`src/rtl/scan_seq_pkg.sv`:
```
package scan_seq_pkg;

    typedef enum logic [2:0] {
        PH_IDLE,
        PH_FLUSH,
        PH_LOAD,
        PH_CAPT,
        PH_SHIFT,
        PH_UNLOAD
    } phase_e;

    localparam int MAXW = 64;

    localparam logic [1:0] DEF_NONE   = 2'd0;
    localparam logic [1:0] DEF_CAPT0  = 2'd1;
    localparam logic [1:0] DEF_BREAK  = 2'd2;
    localparam logic [1:0] DEF_MASKED = 2'd3;

    // flip-flops are dealt round-robin, so lower chain indices get the extra one
    function automatic int chain_len(int nsff, int nchain, int c);
        return (nsff - c + nchain - 1) / nchain;
    endfunction

    function automatic logic state_bit(int v, int g);
        int t;
        t = (v + 1) * 13 + g * 7;
        return t[2];
    endfunction

    function automatic logic pi_bit(int v, int p);
        int t;
        t = (v + 2) * 11 + p * 5;
        return t[1];
    endfunction

    // the last flip-flop is never compared, and a sliding set of others is masked per vector
    function automatic logic care_bit(int v, int g, int nsff);
        return (g != nsff - 1) && (((v + g) % 4) != 3);
    endfunction

    // stand-in combinational network feeding the functional input of flip-flop g
    function automatic logic net_bit(logic [MAXW-1:0] s, logic [MAXW-1:0] x,
                                     int g, int nsff, int npi);
        logic b;
        b = s[(g + 1) % nsff] ^ (s[g] & x[g % npi]);
        if (g == 0) b = b ^ x[npi - 1];
        return b;
    endfunction

    function automatic logic flush_bit(int k);
        int t;
        t = k;
        return t[1];
    endfunction

endpackage

```
`src/rtl/scan_seq_stim.sv`:
```
module scan_seq_stim
    import scan_seq_pkg::*;
#(
    parameter int NSFF = 7,
    parameter int NPI  = 3,
    parameter int VW   = 3
) (
    input  logic [VW-1:0]   idx,
    output logic [NSFF-1:0] st,
    output logic [NSFF-1:0] exp_rsp,
    output logic [NSFF-1:0] care,
    output logic [NPI-1:0]  pv
);

    genvar g;
    genvar p;

    generate
        for (g = 0; g < NSFF; g++) begin : g_state
            assign st[g]   = state_bit(int'(idx), g);
            assign care[g] = care_bit(int'(idx), g, NSFF);
        end
        for (p = 0; p < NPI; p++) begin : g_pi
            assign pv[p] = pi_bit(int'(idx), p);
        end
        for (g = 0; g < NSFF; g++) begin : g_exp
            assign exp_rsp[g] = net_bit(MAXW'(st), MAXW'(pv), g, NSFF, NPI);
        end
    endgenerate

endmodule

```
`src/rtl/scan_seq_chains.sv`:
```
module scan_seq_chains
    import scan_seq_pkg::*;
#(
    parameter int NSFF   = 7,
    parameter int NCHAIN = 2,
    parameter int NPI    = 3
) (
    input  logic              clk,
    input  logic              rst_n,
    input  logic              tc,
    input  logic [NCHAIN-1:0] si,
    input  logic [NPI-1:0]    pi,
    input  logic [1:0]        defect_sel,
    output logic [NCHAIN-1:0] so
);

    logic [NSFF-1:0]        q_d;
    logic [NSFF-1:0]        q_q;
    logic [NSFF+NCHAIN-1:0] shift_src;

    // predecessor of flip-flop g is g-NCHAIN, or the chain input for position 0
    assign shift_src = {q_q, si};

    always_comb begin
        for (int g = 0; g < NSFF; g++) begin
            if (tc) begin
                q_d[g] = net_bit(MAXW'(q_q), MAXW'(pi), g, NSFF, NPI);
                if (g == 0 && defect_sel == DEF_CAPT0)
                    q_d[g] = ~q_d[g];
                if (g == NSFF - 1 && defect_sel == DEF_MASKED)
                    q_d[g] = ~q_d[g];
            end else begin
                q_d[g] = shift_src[g];
                if (g == NCHAIN && defect_sel == DEF_BREAK)
                    q_d[g] = 1'b0;
            end
        end
    end

    always_ff @(posedge clk or negedge rst_n) begin
        if (!rst_n) q_q <= '0;
        else        q_q <= q_d;
    end

    genvar c;
    generate
        for (c = 0; c < NCHAIN; c++) begin : g_tail
            localparam int LC = chain_len(NSFF, NCHAIN, c);
            assign so[c] = q_q[(LC - 1) * NCHAIN + c];
        end
    endgenerate

endmodule

```
`src/rtl/scan_seq_ctrl.sv`:
```
module scan_seq_ctrl
    import scan_seq_pkg::*;
#(
    parameter int NSFF   = 7,
    parameter int NCHAIN = 2,
    parameter int NPI    = 3,
    parameter int NVEC   = 4,
    parameter int ERRW   = 8
) (
    input  logic              clk,
    input  logic              rst_n,
    input  logic              start,
    input  logic [NCHAIN-1:0] so,
    output logic              tc,
    output logic [NCHAIN-1:0] si,
    output logic [NPI-1:0]    pi,
    output logic              busy,
    output logic              done,
    output logic              fail,
    output logic [ERRW-1:0]   err_count
);

    localparam int CHL    = chain_len(NSFF, NCHAIN, 0);
    localparam int FLUSHN = CHL + 4;
    localparam int KW     = $clog2(FLUSHN + 1);
    localparam int VW     = $clog2(NVEC + 1);

    typedef struct packed {
        phase_e          ph;
        logic [KW-1:0]   k;
        logic [VW-1:0]   v;
        logic            done;
        logic            fail;
        logic [ERRW-1:0] err;
    } seq_t;

    seq_t r_d;
    seq_t r_q;

    logic [VW-1:0]     rsp_idx;
    logic [NSFF-1:0]   ld_st;
    logic [NSFF-1:0]   ld_exp;
    logic [NSFF-1:0]   ld_care;
    logic [NSFF-1:0]   rsp_st;
    logic [NSFF-1:0]   rsp_exp;
    logic [NSFF-1:0]   rsp_care;
    logic [NPI-1:0]    rsp_pi;
    logic [NCHAIN-1:0] miss;
    logic [ERRW:0]     err_sum;
    logic              flushing;
    logic              loading;
    logic              unloading;
    int                kk;

    assign rsp_idx = r_q.v - 1'b1;

    scan_seq_stim #(.NSFF(NSFF), .NPI(NPI), .VW(VW)) u_ld (
        .idx     (r_q.v),
        .st      (ld_st),
        .exp_rsp (ld_exp),
        .care    (ld_care),
        .pv      (pi)
    );

    scan_seq_stim #(.NSFF(NSFF), .NPI(NPI), .VW(VW)) u_rsp (
        .idx     (rsp_idx),
        .st      (rsp_st),
        .exp_rsp (rsp_exp),
        .care    (rsp_care),
        .pv      (rsp_pi)
    );

    // serial stream and compare, per chain
    always_comb begin
        flushing  = (r_q.ph == PH_FLUSH);
        loading   = (r_q.ph == PH_LOAD) || (r_q.ph == PH_SHIFT);
        unloading = (r_q.ph == PH_SHIFT) || (r_q.ph == PH_UNLOAD);
        kk        = int'(r_q.k);
        si        = '0;
        miss      = '0;
        for (int c = 0; c < NCHAIN; c++) begin
            int lc;
            int jl;
            int g;
            lc = chain_len(NSFF, NCHAIN, c);
            jl = CHL - 1 - kk;
            g  = 0;
            if (flushing) begin
                si[c] = flush_bit(kk);
                if (kk >= lc && so[c] != flush_bit(kk - lc))
                    miss[c] = 1'b1;
            end
            if (loading && jl < lc)
                si[c] = ld_st[jl * NCHAIN + c];
            if (unloading && kk < lc) begin
                g = (lc - 1 - kk) * NCHAIN + c;
                if (rsp_care[g] && so[c] != rsp_exp[g])
                    miss[c] = 1'b1;
            end
        end
    end

    // phase sequencing
    always_comb begin
        r_d      = r_q;
        r_d.done = 1'b0;
        tc       = 1'b0;
        err_sum  = {1'b0, r_q.err} + (ERRW + 1)'($countones(miss));
        if (|miss) begin
            r_d.fail = 1'b1;
            r_d.err  = err_sum[ERRW] ? '1 : err_sum[ERRW-1:0];
        end
        unique case (r_q.ph)
            PH_IDLE: begin
                if (start) begin
                    r_d.ph   = PH_FLUSH;
                    r_d.k    = '0;
                    r_d.v    = '0;
                    r_d.err  = '0;
                    r_d.fail = 1'b0;
                end
            end
            PH_FLUSH: begin
                if (r_q.k == KW'(FLUSHN - 1)) begin
                    r_d.ph = PH_LOAD;
                    r_d.k  = '0;
                end else begin
                    r_d.k = r_q.k + 1'b1;
                end
            end
            PH_LOAD, PH_SHIFT: begin
                if (r_q.k == KW'(CHL - 1)) begin
                    r_d.ph = PH_CAPT;
                    r_d.k  = '0;
                end else begin
                    r_d.k = r_q.k + 1'b1;
                end
            end
            PH_CAPT: begin
                tc    = 1'b1;
                r_d.v = r_q.v + 1'b1;
                r_d.ph = (r_q.v == VW'(NVEC - 1)) ? PH_UNLOAD : PH_SHIFT;
            end
            PH_UNLOAD: begin
                if (r_q.k == KW'(CHL - 1)) begin
                    r_d.ph   = PH_IDLE;
                    r_d.k    = '0;
                    r_d.done = 1'b1;
                end else begin
                    r_d.k = r_q.k + 1'b1;
                end
            end
            default: r_d.ph = PH_IDLE;
        endcase
    end

    always_ff @(posedge clk or negedge rst_n) begin
        if (!rst_n) begin
            r_q.ph   <= PH_IDLE;
            r_q.k    <= '0;
            r_q.v    <= '0;
            r_q.done <= 1'b0;
            r_q.fail <= 1'b0;
            r_q.err  <= '0;
        end else begin
            r_q <= r_d;
        end
    end

    assign busy      = (r_q.ph != PH_IDLE);
    assign done      = r_q.done;
    assign fail      = r_q.fail;
    assign err_count = r_q.err;

endmodule

```
`src/rtl/scan_test_seq.sv`:
```
module scan_test_seq
    import scan_seq_pkg::*;
#(
    parameter int NSFF   = 7,
    parameter int NCHAIN = 2,
    parameter int NPI    = 3,
    parameter int NVEC   = 4,
    parameter int ERRW   = 8
) (
    input  logic              clk,
    input  logic              rst_n,
    input  logic              start,
    input  logic [1:0]        defect_sel,
    output logic              scan_en,
    output logic [NCHAIN-1:0] chain_si,
    output logic [NCHAIN-1:0] chain_so,
    output logic              busy,
    output logic              done,
    output logic              fail,
    output logic [ERRW-1:0]   err_count
);

    logic [NPI-1:0] pi_w;

    scan_seq_ctrl #(
        .NSFF(NSFF), .NCHAIN(NCHAIN), .NPI(NPI), .NVEC(NVEC), .ERRW(ERRW)
    ) u_ctrl (
        .clk       (clk),
        .rst_n     (rst_n),
        .start     (start),
        .so        (chain_so),
        .tc        (scan_en),
        .si        (chain_si),
        .pi        (pi_w),
        .busy      (busy),
        .done      (done),
        .fail      (fail),
        .err_count (err_count)
    );

    scan_seq_chains #(
        .NSFF(NSFF), .NCHAIN(NCHAIN), .NPI(NPI)
    ) u_cut (
        .clk        (clk),
        .rst_n      (rst_n),
        .tc         (scan_en),
        .si         (chain_si),
        .pi         (pi_w),
        .defect_sel (defect_sel),
        .so         (chain_so)
    );

endmodule

```
`config.mk`:
```
export PLATFORM = sky130hd
export DESIGN_NAME = scan_test_seq
export DESIGN_NICKNAME = d
export VERILOG_FILES = /design/src/rtl/scan_seq_pkg.sv /design/src/rtl/scan_seq_stim.sv /design/src/rtl/scan_seq_chains.sv /design/src/rtl/scan_seq_ctrl.sv /design/src/rtl/scan_test_seq.sv
export SDC_FILE = /design/constraint.sdc
export NUM_CORES = 1
export LEC_CHECK = 0
export ABC_AREA = 1
export ABC_CLOCK_PERIOD_IN_PS = 3400
export CORE_ASPECT_RATIO = 1.4
export CORE_MARGIN = 2
export CORE_UTILIZATION = 35
export CTS_CLUSTER_SIZE = 40
export DETAILED_ROUTE_END_ITERATION = 10
export DONT_BUFFER_PORTS = 1
export PLACE_DENSITY = 0.62
export SYNTH_ARGS = -nofsm -noshare
export SYNTH_HDL_FRONTEND = slang
export SYNTH_SLANG_ARGS = --single-unit
```
`constraint.sdc`:
```
create_clock -name clk -period 3.4 [get_ports clk]
set_input_delay 0.68 -clock clk [delete_from_list [all_inputs] [get_ports clk]]
set_output_delay 0.68 -clock clk [all_outputs]
set_load 0.05 [all_outputs]
```
### Word-level counts from Yosys, hierarchy flattened

Cells that the tools add are included.

| word-level totals | value |
|---|---|
| bits in registers | 27 |
| input port bits | 5 |
| output and inout port bits | 16 |

| cells by class | value |
|---|---|
| add/subtract/negate cells | 34 |
| multipliers | 4 |
| order comparisons | 9 |
| equal/unequal tests | 25 |
| multiplexer cells | 57 |
| bitwise operators | 37 |
| reduce and logical (&&, ||, !) cells | 25 |

Operators with widths:

| kind | number |
|---|---|
| $lt A32 B5 Y1 const B | 3 |
| $add A32 B2 Y32 const B | 2 |
| $mux W1 | 38 |
| $lt A32 B3 Y1 const B | 1 |
| $lt A32 B4 Y1 const B | 1 |
| $mux W9 | 3 |
| $add A3 B3 Y3 const B | 8 |
| $xor A1 B1 Y1 | 16 |
| $ne A3 B3 Y1 const B | 5 |
| $pmux W3 S5 | 1 |
| $and A1 B1 Y1 | 14 |
| $reduce_or A2 Y1 | 7 |
| $pmux W4 S3 | 1 |
| $add A2 B2 Y2 const B | 5 |
| $mux W10 | 1 |
| $sub A2 B4 Y5 const A | 2 |
| $add A3 B1 Y3 const B | 3 |
| $add A8 B9 Y9 | 1 |
| $bmux W1 S3 | 3 |
| $eq A3 B2 Y1 const B | 3 |
| $mux W3 | 3 |
| $add A3 B1 Y4 const B | 2 |
| $add A3 B2 Y4 const B | 2 |
| $logic_and A1 B1 Y1 | 8 |
| other kinds (35) | 58 |

### Logic depth before layout (Yosys ltp)

Gate-level depths: netlist (run 1).

| logic depth | value |
|---|---|
| depth in word-level cells | 19 |
| gate-level depth with buffers | 25 |
| depth with buffers taken out | 25 |

### Hierarchy

A second synthesis (run 1) with hierarchy kept.

| unflattened totals | value |
|---|---|
| cells, all modules | 396 |
| area, all modules | 2660.1 sq um |

Modules (own cells, without submodules):

| module | times used | cells each | area an instance (sq um) |
|---|---|---|---|
| scan_seq_ctrl | 1 | 234 | 1620.3 |
| scan_seq_stim | 2 | 51 | 306.5 |
| scan_seq_chains | 1 | 60 | 426.7 |

### Least setup slack after synthesis (run 1)

Ideal clock, no wire load.

| timing | value |
|---|---|
| path type | register -> register |
| start point | register u_ctrl.r_q[10] (netlist name) |
| end point | register u_ctrl.r_q, in the netlist u_ctrl.err_count[4] |
| library setup time | 0.063 ns |
| arrival | 3.324 ns |
| data required time | 3.337 ns |
| setup slack | 0.013 ns |
| stages on the path, launching flop included | 26 |
| path buffers | 0 |
| clock period less this slack | 3.387 ns |
| cells stage by stage | dfrtp_1 > inv_2 > ha_1 > inv_2 > nand2_2 > nand2_4 > nand3_2 > nand2_2 > clkinv_2 > nand2_2 > nand2_1 > nand2_1 > nand3_2 > nand2_2 > inv_2 > ha_1 > ha_1 > inv_1 > fa_1 > nor3_2 > nand3_1 > nor2_1 > nand3_1 > nand3_1 > nand2_1 > inv_1 |

RTL lines:

| what | RTL line | RTL |
|---|---|---|
| start, declared | scan_seq_ctrl.sv:38 | `seq_t r_q;` |
| start signal, assigned | scan_seq_ctrl.sv:166 | `r_q <= r_d;` |

==> impl_summary.md, run 1 <==
Synthesis
The gate count after technology mapping is 279. The flop and latch count out of synthesis is 27. The post-synthesis cell type count is 33.

The total nets after synthesis is 299. The sequential-to-total area share from yosys stat is 32.5%. A synthesized cell averages 7.45 µm².

The total standard cell area after synthesis is between 2000 and 2500 µm². For this run, the number of Yosys warnings is 0.

Clock tree
The number of buffers added by the clock tree synthesis step is 3. In this run the number of H-tree levels came out at 1. The total of hold buffers inserted after clock tree synthesis is 0. For the worst-skew pair, the clock arrives at the later sink with an insertion delay of 280 ps. The CTS sink count is 27. The maximum clock insertion buffer count is 2.

The clock tree from TritonCTS is done. The clock-pin slew on the worst setup and hold paths is 100 ps. The tree is rooted in a clkbuf_8.

Cells and area
The share of final-layout standard cells stronger than drive strength 1 is 23.7%. The number of non-filler instances in the completed layout is 357. The antenna diode count is 0. Relative to the synthesized area, the layout overhead comes to 13.8%. At the end of the flow the core is filled with cells to between 40% and 50%. With fillers left out, the area of the finished cells amounts to 2360 µm². The net total in the final layout is slightly above 300.

Place
In this run the tool buffered the top-level ports with 0 buffer cells. Once detailed placement completed, the half-perimeter wirelength came to between 3 and 4 mm. The total placed instance area is roughly 2200 µm².

The number of cells in the design after placement is 348. Routability-driven placement finished with a final weighted congestion of approximately 0.86.

Route
The mean routed wirelength per cell is 13.6 µm. The iteration-0 DRC count of the detailed router is 56. The remaining design rule violation count is 0. The post-route antenna net violation count is 0. Detailed routing inserted a total of approximately 1800 vias.

The count of TritonRoute iterations in the first routing pass is 4. The routed wire length is about 4.8 mm. After detailed routing, the number of vias per cell comes to 4.92.

Floorplan
The floorplan die width is 69.1 µm. In this run the vertical extent of the chip is approximately 95 µm. The initial utilization of the core area, before any placement, comes to 36.0%. The placeable core area is a little under 6000 µm².

The site row count is 33. The floorplan step defined a die boundary enclosing 6580 µm². The number of top-level pins is 21.

Power and ir drop
In this run the static leakage power is 1.15 nW. The switching share of power is between 50% and 60%. The combinational fraction of design power is 68.0%. VDD sags by at most 671 µV. The clock network accounts for 7.8% of the total power. The share of total power in sequential cells is 24.3%. The power after layout is roughly 2.5 mW. The power density over the cells is 1040 nW/µm².

The switching component of the power is 1.35 mW. The internal cell power is 1.11 mW.

STA
The transition time at the pin with the least slew margin is roughly 640 ps. The number of hold violations in the final report is 0. The share of the clock period used by the worst path after layout is 94.0%. The clock arrives with around 4.0 ps of skew. The time the worst path needs with I/O delays and setup is roughly 3200 ps. Setup violations remaining at the end of the flow were counted as 0. The number of max-slew violations in the final report is 0. For this run, the top clock speed supported by timing is 313 MHz. Hold timing on the final database bottoms out at a slack of 78.5 ps.

The worst slew slack as a fraction of its limit is 57.2%.

Global route
The global route total overflow is 0. The number of antenna violations at the first check in global routing is 0. Entering global routing, the biggest net connects 28 pins. In the global route stage, overall resource usage came out at 15.4%. The first global-routing pass estimated between 8 and 9 mm of wire. The via count of the first global-routing pass came to about 1800.

Flow run
The number of max-cap violations is 0.

Setup path
The signal on the critical path passes through inv_2 > ha_4 > inv_6 > nand2_4 > nand2_4 > nand3_2 > nand2_2 > clkinv_2 > nand2_2 > nand2_2 > nand2_2 > nand3_2 > nand2_2 > inv_2 > ha_4 > ha_4 > inv_2 > fa_2 > nor3_4 > nand3_2 > buf_6 > nor2_4 > o21ai_0 > a31oi_1. The critical path contains buffers and inverters numbering 6 combined. In this design, the critical path's most frequently occurring cell is nand2_2. The startpoint class of the critical path is a flop. The delay of the slowest cell on the worst path is 390 ps. The critical path's slowest cell is dfrtp_1.

Along the worst path, the maximum fanout reaches 5. STA puts the critical path data required time at about 3600 ps. In this run the critical register-to-register path is launched from u_ctrl.r_q[11]. The cell class contributing the biggest share of worst-path delay is simple AND/OR/NAND/NOR gates. The worst setup path is captured at a flop. In this run the worst setup path begins at u_ctrl.r_q[11]. The kind of critical path is reg2reg. The data arrival time of the critical path is 3400 ps.

Status
The flow ran to the end, and the final reports show no timing, DRC or antenna violations.

Hold path
The path class of the tightest hold or removal check is in2async.
-- power by group through the flow --
stage	logic (mW)	registers (mW)	clock network (mW)
final	1.68	0.598	0.191
after global routing	1.88	0.613	0.209
after CTS	1.53	0.594	0.198
after detailed placement	1.50	0.601	0
after global placement	1.48	0.600	0
after floorplan	1.24	0.541	0
-- cell families after synthesis --
logic type,Yosys count,share of synthesized area (%)
AOI/OAI and AO/OA,44,11.8
DFF,27,32.5
buffers and inverters,54,12.1
xor gates and xnor gates,16,6.74
and+or+nand+nor,123,27.5
adders and majority gates,15,9.39
-- registers in the layout (all words and copies together), names as in the netlist --
signal,flops
u_ctrl.done,1
u_ctrl.err_count,8
u_ctrl.fail,1
u_ctrl.kk,4
u_ctrl.r_q,6
u_cut.q_q,7
-- worst reg2reg max path, cell delays in order (launching register included) --
cell      delay (ps)
dfrtp_1          390
inv_2             80
ha_4             220
inv_6             80
nand2_4           50
nand2_4           90
nand3_2           80
nand2_2           80
clkinv_2          50
nand2_2           70
nand2_2           50
nand2_2           50
nand3_2           60
nand2_2           70
inv_2             50
ha_4             260
ha_4             130
inv_2             40
fa_2             380
nor3_4           210
nand3_2          130
buf_6            170
nor2_4            80
o21ai_0           70
a31oi_1          160
-- through the flow --
step,worst slack (ps),TNS [ps]
floorplan,13.4,0
global placement,74.8,0
detailed placement,-92.1,-378
CTS,58.0,0
global route,-2.46,-2.46
finish,203,0
-- worst paths after layout --
kind | endpoint | slack, ps | depth (start not counted)
min | u_ctrl.kk[0] | 80 | 0
max in group asynchronous | u_cut.q_q[6] | 3240 | 0
max | u_ctrl.err_count[6] | 200 | 24
min in group clk | u_cut.q_q[3] | 510 | 2
max reg2reg | u_ctrl.err_count[6] | 200 | 24
min reg2reg | u_cut.q_q[3] | 510 | 2
-- layout make-up --
class                      count  area (µm²)
fill                         616        3420
tap                           70        87.6
multi-input combinational    198        1260
sequential                    27         676
timing repair buffer          17         131
clock buffer                   4        45.0
inverter                      41         161
-- metal layers --
layer  vias up  global-route usage (%)  share of wire, %
met4         0                    6.54               2.7
met2        33                    28.0                54
met1       813                    18.0                41
met5         -                       0                 0
li1        900                       -                 -
met3        11                    2.43               2.6
-- cell usage after synthesis --
| library cell | number | area, µm² |
|---|---|---|
| nand3_1 | 21 | 105 |
| nand3_2 | 4 | 40.0 |
| xnor2_1 | 2 | 17.5 |
| nor3_2 | 1 | 10.0 |
| a21o_1 | 2 | 15.0 |
| dfrtp_1 | 27 | 676 |
| nand2_1 | 60 | 225 |
| a21oi_1 | 12 | 60.1 |
| inv_2 | 9 | 33.8 |
| o21ai_1 | 4 | 20.0 |
| xor2_1 | 14 | 123 |
| buf_6 | 1 | 11.3 |
| a31oi_1 | 3 | 18.8 |
| fa_1 | 1 | 20.0 |
| clkinv_2 | 2 | 10.0 |
| o21bai_1 | 1 | 7.51 |
| nor3_1 | 1 | 5.00 |
| buf_4 | 10 | 75.1 |
| or2_2 | 1 | 6.26 |
| nand4_1 | 1 | 6.26 |
| o211ai_1 | 2 | 15.0 |
| nand2_4 | 2 | 22.5 |
| nor2_1 | 20 | 75.1 |
| nand2_2 | 8 | 50.1 |
| inv_1 | 30 | 113 |
| a211oi_1 | 1 | 7.51 |
| o22ai_1 | 5 | 31.3 |
| nor2_2 | 3 | 18.8 |
| clkbuf_1 | 1 | 3.75 |
| buf_2 | 1 | 5.00 |
| or2_1 | 1 | 6.26 |
| o21ai_0 | 14 | 70.1 |
| ha_1 | 14 | 175 |
-- timing repair --
item | 4_1_cts | 5_1_grt
endpoints found under the setup margin | 6 | 8
setup buffers | 1 | 4
pin swaps | 4 | 9
gates cloned | 0 | 0
hold endpoints to repair | 0 | 0
gates resized for setup | 3 | 25
-- cells in the final DEF (no fill, tap or decap), types with 6 or more instances in the layout --
master and instances:
a21oi_1 10, o21ai_0 13, inv_2 10, nand3_2 6, buf_4 16, nand3_1 18, inv_1 28, dfrtp_1 27
xor2_1 14, ha_1 11, nand2_1 56, nor2_1 18, nand2_2 11
Power figures use the tool's default switching activity.
==> inputs of run 2 (changes only) <==
--- a/config.mk
+++ b/config.mk
@@ -5,7 +5,7 @@
 export SDC_FILE = /design/constraint.sdc
 export NUM_CORES = 1
 export LEC_CHECK = 0
-export ABC_AREA = 1
+export ABC_AREA = 0
 export ABC_CLOCK_PERIOD_IN_PS = 3400
 export CORE_ASPECT_RATIO = 1.4
 export CORE_MARGIN = 2
==> impl_summary.md, run 2 <==
Status
The flow ran to the end, but the final reports show violations. The checks that failed: negative setup slack.

Setup path
The critical path capture point is u_ctrl.err_count[5]. The kind of critical path is reg2reg. The endpoint required time on the critical path is 3600 ps (about the same). The startpoint class of the critical path is a flop. The flop-to-flop setup slack was -30 ps (-240 ps). The worst setup path is captured at a flop. The number of cells on the worst reg-to-reg path came to 15 (-38%).

The reg-to-reg endpoint is u_ctrl.err_count[5]. The biggest fanout along the worst timing path is 9 (+4). The data arrival time of the critical path is 3640 ps (+240 ps). The startpoint of the most critical setup path is u_ctrl.r_q[10]. The start of the worst register-to-register path is u_ctrl.r_q[10].

Clock tree
TritonCTS built the clock tree. The CTS sink count is 27 (unchanged). The maximum clock insertion buffer count is 2 (unchanged). The root buffer cell chosen for the clock tree is clkbuf_8. The number of H-tree branching levels is 1 (unchanged). The number of buffers added by the clock tree synthesis step is 3 (unchanged).

The clock latency at the later pin of the worst-skew pair is 280 ps (about the same). The clock-pin slew on the worst setup and hold paths is 100 ps (about the same).

Floorplan
The initial core utilization was 36.3% (+0.32 points). The area enclosed by the die boundary is 7150 µm² (+8.7%). The placeable core area came to 6250 µm² (+8.2%).

The floorplan die width is 72.0 µm (+4.2%). The site row count is 34 (+3.0%). The number of top-level pins came to 21 (unchanged).

The height of the chip is 99.3 µm (+4.3%).

Power and ir drop
The clock network power share is 7.4% (-0.4 points). The switching share of power was 48.3% (-6.6 points). The largest voltage drop on the vdd net is 343 µV (-49%). The switching component of the power is 1.25 mW (-7.4%). The power density over the cells came to 957 nW/µm² (-8.2%).

The static leakage is 1.13 nW (-0.96%). The combinational fraction of design power is 69.0% (+1.0 points). The share of total power in sequential cells came to 23.6% (-0.7 points). The internal cell power came to 1.34 mW (+21%).

Place
The total placed instance area was 2460 µm² (+14%). The final weighted congestion of routability-driven global placement is 0.782 (-9.0%). The total of buffers placed on input and output ports is 0 (unchanged). The detailed placer's ending HPWL was 4.12 mm (+11%).

Global route
The global route total overflow was 0 (unchanged). The global-route wire length before repair is 8.59 mm (+4.5%). The number of antenna violations at the first check in global routing is 0 (unchanged).

The total global routing track utilization was 15.2% (-0.21 points). The via count of the first global-routing pass is 1794 (-0.99%). The pin count of the biggest net entering global routing is 28 (unchanged).

Synthesis
The total nets after synthesis came to 277 (-7.4%). The average size of a mapped cell was 8.83 µm² (+18%). The gate count after technology mapping was 257 (-7.9%).

dfrtp_1 is the most common cell in the netlist. The commonest cells after synthesis are 27 x dfrtp_1, 25 x nand2_1, 16 x nor2_1. The number of warning messages in the yosys log is 0 (unchanged).

The flop and latch count out of synthesis is 27 (unchanged). The total standard cell area after synthesis was 2270 µm² (+9.2%). Sorting the synthesized cells by area gives the leading types as dfrtp_1 30%, ha_1 7.7%, xnor2_1 5.0%.

The sequential-to-total area share from yosys stat was 29.8% (-2.7 points). The count of flip-flops with a built-in enable after synthesis is 0 (unchanged). Of all cell types, the one taking the most synthesized area is dfrtp_1. The area fraction of the dominant cell type after synthesis was 29.8% (-2.7 points). The post-synthesis cell type count is 59 (+79%). In the synthesized netlist the dominant register cell turns out to be dfrtp_1. The share of synthesized registers carrying an async set or reset is 100% (unchanged).

Route
The per-cell via count in the routed design is 5.32 (+8.0%). The remaining design rule violation count is 0 (unchanged). The post-route antenna net violation count is 0 (unchanged). The via count is 1834 (+4.4%).

The routed wire length came to 5.42 mm (+12%). The count of TritonRoute iterations in the first routing pass is 4 (unchanged). The iteration-0 DRC count of the detailed router came to 99 (+77%). The mean routed wirelength per cell is 15.7 µm (+16%).

STA
The number of max-slew violations in the final report is 0 (unchanged). The total of endpoints with negative setup slack in the final report came to 2 (+2). The share of the clock period used by the worst path after layout is 101% (+7.0 points). The time the worst path needs with I/O delays and setup is 3430 ps (+238 ps). The worst path setup slack after routing is -34.3 ps (-238 ps). The largest clock skew in the final design is 5.46 ps (+1.50 ps). Setup repair after global routing could not meet its margin everywhere. The transition time at the pin with the least slew margin was 646 ps (+4.59 ps).

The summed negative setup slack over all endpoints is -38.9 ps (-38.9 ps). The highest clock rate is 291 MHz (-6.9%). The number of hold violations in the final report is 0 (unchanged). The worst slew slack as a fraction of its limit came to 56.9% (-0.31 points).

Cells and area
The flip-flop count of the largest register after layout came to 8 (unchanged). The top cell types in the final layout, fill and taps aside, are 34 x buf_4, 26 x dfrtp_1, 25 x nand2_1, 15 x nor2_1, 13 x xnor2_1. The net total in the final layout is 294 (-4.5%). The antenna diode count is 0 (unchanged). The count of filler cells inserted in the layout is 589 (-4.4%). The most common cell after layout, fill and taps aside is buf_4. The post-route cell area was 2710 µm² (+15%). The synthesis-to-layout area growth is 19.6%. The share of final-layout standard cells stronger than drive strength 1 came to 32.2% (+8.5 points).

Flow run
The number of max-cap violations is 0 (unchanged).

Hold path
The type of the worst min-delay path is in2async.
run 2: cell type report:
cell class                 count  area (µm²)  area share (%)
multi-input combinational    190        1540            56.6
sequential                    27         677            25.0
timing repair buffer          38         300            11.1
tap                           72        90.1            3.32
inverter                      14        60.1            2.21
clock buffer                   3        41.3            1.52
clock inverter                 1        7.51           0.277
run 2: critical path, stage by stage (launching register included):
cell,delay [ps]
dfrtp_2,470
buf_6,150
buf_4,160
and3b_2,230
a311oi_4,240
o311ai_4,160
mux2i_1,150
or3_1,320
ha_2,190
ha_1,270
a21oi_1,90
nor4bb_2,340
buf_4,190
nand2_1,60
xor2_1,170
a21oi_1,170
run 2: through the flow:
step	setup WS, ps	power [mW]	hold slack [ps]	utilization [%]	instances
global placement	-151	2.19	386	39.4	338
CTS	-40.3	2.54	76.0	42.2	343
global route	-170	2.79	64.5	43.4	345
finish	-34.3	2.59	81.1	43.4	345
floorplan	-207	1.83	384	-	257
detailed placement	-226	2.21	385	39.4	338
run 2: cells by family after synthesis:
group / synth area share [%]
XOR/XNOR: 8.44
adder cells (fa/ha/maj): 9.10
buffers and inverters: 10.6
multiplexers: 1.82
AO/OA/AOI/OAI: 18.0
flip-flops: 29.8
AND/OR/NAND/NOR: 22.2
run 2: per-layer routing:
layer / wire length (µm) / up-vias / global-route usage (%) / part of all wire [%]
met5: 0 / - / 0 / 0
met4: 68 / 0 / 3.48 / 1.3
met3: 116 / 6 / 1.11 / 2.1
met2: 2960 / 33 / 30.3 / 55
met1: 2270 / 875 / 17.0 / 42
li1: - / 920 / - / -
run 2: repair_timing:
action                     CTS  global route
hold buffers                 0             0
setup buffers                1             2
cloned                       0             0
pin swaps                    5             6
setup endpoints to repair    9             9
resized for setup           22            12
run 2: worst min-delay path by stage:
stage                     start              to  cells after the start
after global placement    rst_n    u_ctrl.kk[2]                      0
after floorplan           rst_n     u_ctrl.done                      0
after detailed placement  rst_n    u_ctrl.kk[3]                      0
after CTS                 rst_n  u_ctrl.r_q[10]                      0
final                     rst_n  u_ctrl.r_q[10]                      0
after global routing      rst_n  u_ctrl.r_q[10]                      0
run 2: power groups by stage:
stage | Clock, mW | Sequential (mW) | Combinational [mW]
floorplan | 0 | 0.528 | 1.30
global placement | 0 | 0.613 | 1.58
detailed placement | 0 | 0.616 | 1.60
CTS | 0.198 | 0.609 | 1.73
global route | 0.210 | 0.628 | 1.95
finish | 0.192 | 0.611 | 1.79
